<file path="config.mk">
export PLATFORM = sky130hd
export DESIGN_NAME = tcode_xlate
export DESIGN_NICKNAME = d
export VERILOG_FILES = /design/src/rtl/tcode_pkg.sv /design/src/rtl/tcode_coef_sel.sv /design/src/rtl/tcode_scale.sv /design/src/rtl/tcode_xlate.sv
export SDC_FILE = /design/constraint.sdc
export NUM_CORES = 1
export LEC_CHECK = 0
export BUFFER_PORTS_ARGS = -buffer_cell sky130_fd_sc_hd__buf_4
export CAP_MARGIN = 5
export CELL_PAD_IN_SITES_DETAIL_PLACEMENT = 0
export CELL_PAD_IN_SITES_GLOBAL_PLACEMENT = 2
export CORE_UTILIZATION = 41
export DETAILED_ROUTE_END_ITERATION = 10
export GPL_ROUTABILITY_DRIVEN = 0
export PLACE_DENSITY = 0.84
export SYNTH_ARGS = -nofsm -noshare
export SYNTH_HDL_FRONTEND = slang
export SYNTH_HIERARCHICAL = 1
export SYNTH_SLANG_ARGS = --single-unit
</file>
<file path="constraint.sdc">
create_clock -name clk -period 18.6 [get_ports clk]
set_input_delay 5.58 -clock clk [delete_from_list [all_inputs] [get_ports clk]]
set_output_delay 5.58 -clock clk [all_outputs]
set_load 0.01 [all_outputs]
</file>
<file path="src/rtl/tcode_pkg.sv">
package tcode_pkg;
  // Piecewise law: break code, high-range slope/intercept, low-range per channel
  localparam int PW_BREAK = 'h500;
  localparam int PW_HI_K  = 1191;
  localparam int PW_HI_B  = 223000;
  localparam int PW_LO0_K = 1452;
  localparam int PW_LO0_B = 259000;
  localparam int PW_LOX_K = 1590;
  localparam int PW_LOX_B = 276000;
  localparam int DIVISOR  = 10;
endpackage

</file>
<file path="src/rtl/tcode_coef_sel.sv">
module tcode_coef_sel
  import tcode_pkg::*;
#(
  parameter int CODE_W     = 12,
  parameter int CHAN_W     = 2,
  parameter int RES_W      = 32,
  parameter int LIN_OFFSET = 217000,
  parameter int LIN_SCALE  = 1211
) (
  input  logic                    clk,
  input  logic                    rst,
  input  logic                    i_vld,
  input  logic [CHAN_W-1:0]       i_chan,
  input  logic [CODE_W-1:0]       i_code,
  input  logic                    i_pw,
  output logic                    s1_vld,
  output logic [CHAN_W-1:0]       s1_chan,
  output logic [CODE_W-1:0]       s1_code,
  output logic signed [RES_W-1:0] s1_k,
  output logic signed [RES_W-1:0] s1_b,
  output logic                    s1_zero
);
  localparam logic [CODE_W-1:0]       BRK   = CODE_W'(PW_BREAK);
  localparam logic signed [RES_W-1:0] LK    = RES_W'(LIN_SCALE);
  localparam logic signed [RES_W-1:0] LB    = RES_W'(LIN_OFFSET);
  localparam logic signed [RES_W-1:0] HK    = RES_W'(PW_HI_K);
  localparam logic signed [RES_W-1:0] HB    = RES_W'(PW_HI_B);
  localparam logic signed [RES_W-1:0] L0K   = RES_W'(PW_LO0_K);
  localparam logic signed [RES_W-1:0] L0B   = RES_W'(PW_LO0_B);
  localparam logic signed [RES_W-1:0] LXK   = RES_W'(PW_LOX_K);
  localparam logic signed [RES_W-1:0] LXB   = RES_W'(PW_LOX_B);

  logic signed [RES_W-1:0] k_c, b_c;

  always_comb begin
    if (!i_pw) begin
      k_c = LK;  b_c = LB;
    end else if (i_code >= BRK) begin
      k_c = HK;  b_c = HB;
    end else if (i_chan == '0) begin
      k_c = L0K; b_c = L0B;
    end else begin
      k_c = LXK; b_c = LXB;
    end
  end

  always_ff @(posedge clk) begin
    if (rst) begin
      s1_vld  <= 1'b0;
      s1_chan <= '0;
      s1_code <= '0;
      s1_k    <= '0;
      s1_b    <= '0;
      s1_zero <= 1'b0;
    end else begin
      s1_vld <= i_vld;
      if (i_vld) begin
        s1_chan <= i_chan;
        s1_code <= i_code;
        s1_k    <= k_c;
        s1_b    <= b_c;
        s1_zero <= (i_code == '0);
      end
    end
  end
endmodule

</file>
<file path="src/rtl/tcode_scale.sv">
module tcode_scale
  import tcode_pkg::*;
#(
  parameter int CODE_W    = 12,
  parameter int CHAN_W    = 2,
  parameter int RES_W     = 32,
  parameter int DEVIATION = 0
) (
  input  logic                    clk,
  input  logic                    rst,
  input  logic                    s1_vld,
  input  logic [CHAN_W-1:0]       s1_chan,
  input  logic [CODE_W-1:0]       s1_code,
  input  logic signed [RES_W-1:0] s1_k,
  input  logic signed [RES_W-1:0] s1_b,
  input  logic                    s1_zero,
  output logic                    o_vld,
  output logic [CHAN_W-1:0]       o_chan,
  output logic signed [RES_W-1:0] o_temp,
  output logic                    o_nodata
);
  localparam logic signed [RES_W-1:0] DIV_V = RES_W'(DIVISOR);
  localparam logic signed [RES_W-1:0] DEV_V = RES_W'(DEVIATION);

  logic                    s2_vld, s2_zero;
  logic [CHAN_W-1:0]       s2_chan;
  logic signed [RES_W-1:0] s2_prod, s2_b;
  logic signed [RES_W-1:0] code_ext;

  assign code_ext = signed'({{(RES_W-CODE_W){1'b0}}, s1_code});

  // Stage 2: product
  always_ff @(posedge clk) begin
    if (rst) begin
      s2_vld  <= 1'b0;
      s2_zero <= 1'b0;
      s2_chan <= '0;
      s2_prod <= '0;
      s2_b    <= '0;
    end else begin
      s2_vld <= s1_vld;
      if (s1_vld) begin
        s2_zero <= s1_zero;
        s2_chan <= s1_chan;
        s2_prod <= code_ext * s1_k;
        s2_b    <= s1_b;
      end
    end
  end

  // Stage 3: truncating divide, intercept, then deviation as a separate term
  logic signed [RES_W-1:0] base_c;
  assign base_c = s2_b - (s2_prod / DIV_V);

  always_ff @(posedge clk) begin
    if (rst) begin
      o_vld    <= 1'b0;
      o_chan   <= '0;
      o_temp   <= '0;
      o_nodata <= 1'b0;
    end else begin
      o_vld <= s2_vld;
      if (s2_vld) begin
        o_chan   <= s2_chan;
        o_nodata <= s2_zero;
        o_temp   <= s2_zero ? '0 : base_c + DEV_V;
      end
    end
  end
endmodule

</file>
<file path="src/rtl/tcode_xlate.sv">
module tcode_xlate #(
  parameter int CODE_W     = 12,
  parameter int CHAN_N     = 4,
  parameter int RES_W      = 32,
  parameter int LIN_OFFSET = 217000,
  parameter int LIN_SCALE  = 1211,
  parameter int DEVIATION  = 0,
  localparam int CHAN_W    = (CHAN_N > 1) ? $clog2(CHAN_N) : 1
) (
  input  logic                    clk,
  input  logic                    rst,
  input  logic                    in_valid,
  input  logic [CHAN_W-1:0]       in_chan,
  input  logic [CODE_W-1:0]       in_code,
  input  logic                    in_pw,
  output logic                    out_valid,
  output logic [CHAN_W-1:0]       out_chan,
  output logic signed [RES_W-1:0] out_temp,
  output logic                    out_nodata
);
  logic                    s1_vld, s1_zero;
  logic [CHAN_W-1:0]       s1_chan;
  logic [CODE_W-1:0]       s1_code;
  logic signed [RES_W-1:0] s1_k, s1_b;

  tcode_coef_sel #(
    .CODE_W(CODE_W), .CHAN_W(CHAN_W), .RES_W(RES_W),
    .LIN_OFFSET(LIN_OFFSET), .LIN_SCALE(LIN_SCALE)
  ) u_sel (
    .clk(clk), .rst(rst),
    .i_vld(in_valid), .i_chan(in_chan), .i_code(in_code), .i_pw(in_pw),
    .s1_vld(s1_vld), .s1_chan(s1_chan), .s1_code(s1_code),
    .s1_k(s1_k), .s1_b(s1_b), .s1_zero(s1_zero)
  );

  tcode_scale #(
    .CODE_W(CODE_W), .CHAN_W(CHAN_W), .RES_W(RES_W), .DEVIATION(DEVIATION)
  ) u_scale (
    .clk(clk), .rst(rst),
    .s1_vld(s1_vld), .s1_chan(s1_chan), .s1_code(s1_code),
    .s1_k(s1_k), .s1_b(s1_b), .s1_zero(s1_zero),
    .o_vld(out_valid), .o_chan(out_chan), .o_temp(out_temp), .o_nodata(out_nodata)
  );
endmodule

</file>
## After elaboration in Yosys (flattened, before gate mapping)

Cells that the tools add are included.

| word-level totals | value |
|---|---|
| bits in registers | 184 |
| input bits | 18 |
| output and inout bits | 36 |

| cells by class | value |
|---|---|
| add/sub/neg operators | 1 |
| multipliers | 1 |
| divide/modulo/power cells | 1 |
| order comparisons | 1 |
| mux-type cells | 7 |
| reductions and logical operators | 2 |

Operator list:

| cell | number |
|---|---|
| $mux 32 | 5 |
| $div 32x5->32 const B | 1 |
| $mul 13x32->32 | 1 |
| $sub 32x32->32 | 1 |
| $mux 19 | 1 |
| $ge 12x11->1 const B | 1 |
| $logic_not 12->1 | 1 |
| $mux 10 | 1 |
| $logic_not 2->1 | 1 |

## Longest topological paths before layout

| logic depth | value |
|---|---|
| depth in word-level cells | 4 |
| depth in mapped cells | 96 |
| gate-level depth less buffers | 87 |

## Hierarchy

Netlist, hierarchy kept.

By module, submodules not included:

| module | times used | cells an instance | area each (µm²) | sequential area each (µm²) |
|---|---|---|---|---|
| tcode_scale | 1 | 2,485 | 20,098.0 | 2,082.0 |
| tcode_coef_sel | 1 | 160 | 1,458.9 | 580.6 |

## Worst setup path before layout

No wires, ideal clock.

| timing path | value |
|---|---|
| kind | flip-flop to flip-flop |
| start | register u_scale.s2_prod[15] |
| end | register u_scale.o_temp[31] |
| library setup time | 0.137 ns |
| arrival time | 17.004 ns |
| data required time | 18.463 ns |
| path slack | 1.459 ns |
| stages on the path, launching flop included | 94 |
| buffers on the path | 9 |
| clock period less this slack | 17.141 ns |
| cells stage by stage | dfxtp_1 > buf_6 > or4_4 > nand3b_4 > o41ai_4 > xnor2_1 > nor3_1 > o32a_1 > o31ai_2 > mux2_2 > o211a_1 > or3_1 > buf_2 > a211oi_2 > a31oi_1 > or4_1 > buf_2 > a21oi_1 > [... 58 more ...] > a21o_1 > a21oi_1 > nor2b_1 > o21ai_0 > nand2b_1 > a21oi_1 > o21bai_1 > a21oi_1 > o21bai_1 > a21o_1 > a21o_1 > a21o_1 > a21o_1 > a21o_1 > a21oi_1 > xnor2_1 > nand2b_1 > o221ai_1 |

| between the ends | value |
|---|---|
| cells in the longest elaborated chain, start to end | 3 |

Ends and longest elaborated chain:

| element | line | source |
|---|---|---|
| from (decl) | tcode_scale.sv:27 | `logic signed [RES_W-1:0] s2_prod, s2_b;` |
| from (signal assigned) | tcode_scale.sv:45 | `s2_prod <= code_ext * s1_k;` |
| $div 32x5->32 | tcode_scale.sv:53 | `assign base_c = s2_b - (s2_prod / DIV_V);` |
| $sub 32x32->32 | tcode_scale.sv:53 |  |
| $mux 32 | tcode_scale.sv:66 | `o_temp <= s2_zero ? '0 : base_c + DEV_V;` |
| to (signal assigned) | tcode_scale.sv:66 |  |
| to (decl) | tcode_scale.sv:19 | `output logic signed [RES_W-1:0] o_temp,` |

Every way passes these cells.
A chain may end at the register's enable or synchronous reset.

## Worst setup path after layout

| timing path | value |
|---|---|
| start | register u_scale.s2_prod[26] |
| end | register u_scale.o_temp[31] |

The elaborated chain is that of the path after synthesis.

==> flow_summary.toml <==
[run_status]
status = "finished, final reports clean"

[timing]
period_needed_ns = 17.62
drv_slew = 0
fmax_mhz = 56.75
tightest_slew_ns = 1.400
skew_ns = 0.01367
slew_headroom = 0.05969
holdWs_ns = 0.4864
final-setup-viol-count = 0
finalCritPeriodShare = 0.9474
setup_ws_ns = 0.9782
hold_viol = 0

[worst_setup_path]
slowest_stage = "or4_4"
path_delay_family = "compound AO/OA/AOI/OAI gates"
critical_path.endpoint_type = "flip-flop"
crit_path_start_kind = "flip-flop"
slowest_delay_ns = 0.65
crit_type = "flip-flop to flip-flop"
worstPathRequired_ns = 18.93
crit_cells = 88
cp-startpoint = "u_scale/s2_prod[26]$_SDFFE_PP0P_"
crit_arrival_ns = 17.95
cp_common_cell = "nand2b_1"
r2r_end = "u_scale/o_temp[31]$_SDFFE_PP0P_"
ff2ff_setup_slack_ns = 0.98
critPathMaxFanout = 9
timing.rr.start = "u_scale/s2_prod[26]$_SDFFE_PP0P_"
cp-endpoint = "u_scale/o_temp[31]$_SDFFE_PP0P_"
worst-path-buf-inv = 4
r2r_cells = 88

[global_route]
grt_pass1_wl_microns = 98060
grt_max_degree = 76
antenna_found_initial = 0
first_global_vias = 18470
track_usage = 0.2291
gr-total-overflow = 0

[yosys]
synth_edf_count = 0
synthFlopType = "dfxtp_1"
synth_compound_area_frac = 0.1572
synthTopCellsByArea = "fa_1, dfxtp_1, ha_1"
yosysMostFrequentCell = "inv_1"
synthTopCellsByCount = "inv_1, nand2_1, fa_1"
syn-instance-count = 2645
synth_cell_types = 112
synth_top_area_share = 0.2220
yosys_register_bits = 133
async_reset_ff_frac = 0
yosysWarnings = 6
synth_top_family_by_area = "adder cells"
syn_area_sq_mm = 0.02156
synth_mux_area_frac = 0.05259
synth_seq_area_share = 0.1235
yosysTopAreaCell = "fa_1"
synth_area_per_cell_sq_um = 8.150
synthAdderAreaFrac = 0.2871
synth_xor_area_frac = 0.06652
synthSimpleGateAreaFrac = 0.2151

[placed_design]
port-buffer-count = 53
dp_slack_ns = -0.5549
dpl.cell_count = 3363
hpwl_microns = 46900

[finish]
synthToLayoutAreaGrowth_pct = 15.61
antenna_cells = 0
utilization = 0.4829
drive_gt1_frac = 0.1788
layout.cells.non_filler = 3432
nNetsFinal = 3105

[clock_network]
clock_tree.buffer_depth = 2
root_buffer = "clkbuf_16"
cts.sinks = 133
cts_made_buffers = 17
path_clk_slew_ns = 0.06
clock_latency_ns = 0.48
cts_tree = "built"
htreeDepth = 4

[detailed_routing]
routed_wl_microns = 61410
drt_iter0_markers = 1377
drc = 0
vias = 18760
viasPerCell = 5.465
post_drt_wl_per_cell_microns = 17.89
ant_nets = 0
firstDrtPassIters = 6

[run]
drv_cap = 0

[die]
coreArea_sq_mm = 0.05161
io_pins = 54
die_w_microns = 231.3
floorplan.initialDensity = 0.4177
die_area_sq_mm = 0.05350
fp.dieH_microns = 231.3
row_count = 83

[min_path]
hold_class = "flip-flop to flip-flop"
[how the worst min path moves through the flow]
stage,startpoint,endpoint,slack (ns),depth (start not counted)
after detailed placement,u_sel/s1_zero$_SDFFE_PP0P_,u_sel/s1_zero$_SDFFE_PP0P_,0.47,2
after CTS,u_sel/s1_zero$_SDFFE_PP0P_,u_sel/s1_zero$_SDFFE_PP0P_,0.48,2
final,u_sel/s1_zero$_SDFFE_PP0P_,u_sel/s1_zero$_SDFFE_PP0P_,0.49,2
after global routing,u_sel/s1_zero$_SDFFE_PP0P_,u_sel/s1_zero$_SDFFE_PP0P_,0.51,2
after floorplan,u_sel/s1_zero$_SDFFE_PP0P_,u_sel/s1_zero$_SDFFE_PP0P_,0.45,2
after global placement,u_sel/s1_zero$_SDFFE_PP0P_,u_sel/s1_zero$_SDFFE_PP0P_,0.47,2
[cell usage in the layout (no fill, tap or decap), types with 22 or more instances in the layout]
| cell | Yosys | layout |
|---|---|---|
| o21ai_0 | 80 | 68 |
| ha_1 | 109 | 108 |
| nor3_1 | 51 | 43 |
| nor2_1 | 207 | 200 |
| xor2_1 | 48 | 46 |
| inv_1 | 283 | 283 |
| buf_4 | 59 | 240 |
| nor2b_1 | 32 | 31 |
| nand2_1 | 266 | 260 |
| xnor2_1 | 112 | 108 |
| mux2i_1 | 105 | 98 |
| a21oi_1 | 122 | 110 |
| and2_1 | 159 | 156 |
| dfxtp_1 | 133 | 128 |
| o21bai_1 | 35 | 35 |
| nand3_1 | 48 | 42 |
| a31oi_1 | 23 | 22 |
| fa_1 | 239 | 239 |
| conb_1 | 1 | 39 |
[cells by family after synthesis]
logic type,Yosys count
and+or+nand+nor,920
buffers and inverters,491
AOI/OAI and AO/OA,474
adders and majority gates,352
xor gates and xnor gates,162
DFF,133
muxes,112
other,1
[sequential cells by signal, summed over array words and instances (netlist names)]
signal / flops
u_scale/o_chan: 2
u_scale/o_nodata: 1
u_scale/o_temp: 32
u_scale/o_vld: 1
u_scale/s2_b: 32
u_scale/s2_chan: 2
u_scale/s2_prod: 32
u_scale/s2_vld: 1
u_scale/s2_zero: 1
u_sel/s1_b: 10
u_sel/s1_chan: 2
u_sel/s1_code: 12
u_sel/s1_k: 3
u_sel/s1_vld: 1
u_sel/s1_zero: 1
[timing repair]
action,4_1_cts,5_1_grt
buffers inserted,0,36
cloned,0,1
hold buffers,0,0
resized for setup,8,191
pin swaps,0,56
endpoints found under the setup margin,3,10
[per-stage QoR]
stage	cell area, sq um	setup TNS [ns]
2_1_floorplan	21700	0
3_3_place_gp	23070	-0.1172
3_5_place_dp	23070	-0.8733
4_1_cts	23710	0
5_1_grt	24920	-0.2819
6_report	24920	0
[cell type report]
cell class              count  area, sq um
fillers                  4967        26690
clock inverters            13        135.1
clock buffers              19        452.9
well taps                 680        850.8
multi-input cells        2060        17890
flip-flops and latches    133         2671
repair buffers            244         1864
inverters                 283         1062
[tightest hold or removal path: cells and delay by family, from the launching register on]
family / cells / cell delay, ns
compound gates: 1 / 0.06
flops: 1 / 0.31
simple gates: 1 / 0.07
[per-layer routing]
layer / vias up / wire (microns) / track usage
met1: 9272 / 28630 / 0.3137
li1: 8951 / - / -
met5: - / 0 / 0
met2: 453 / 29130 / 0.3745
met3: 81 / 2495 / 0.03457
met4: 0 / 1153 / 0.06022
Power is not shown: default switching activity piles up to over one toggle a cycle in this logic, so the estimate is an artifact.
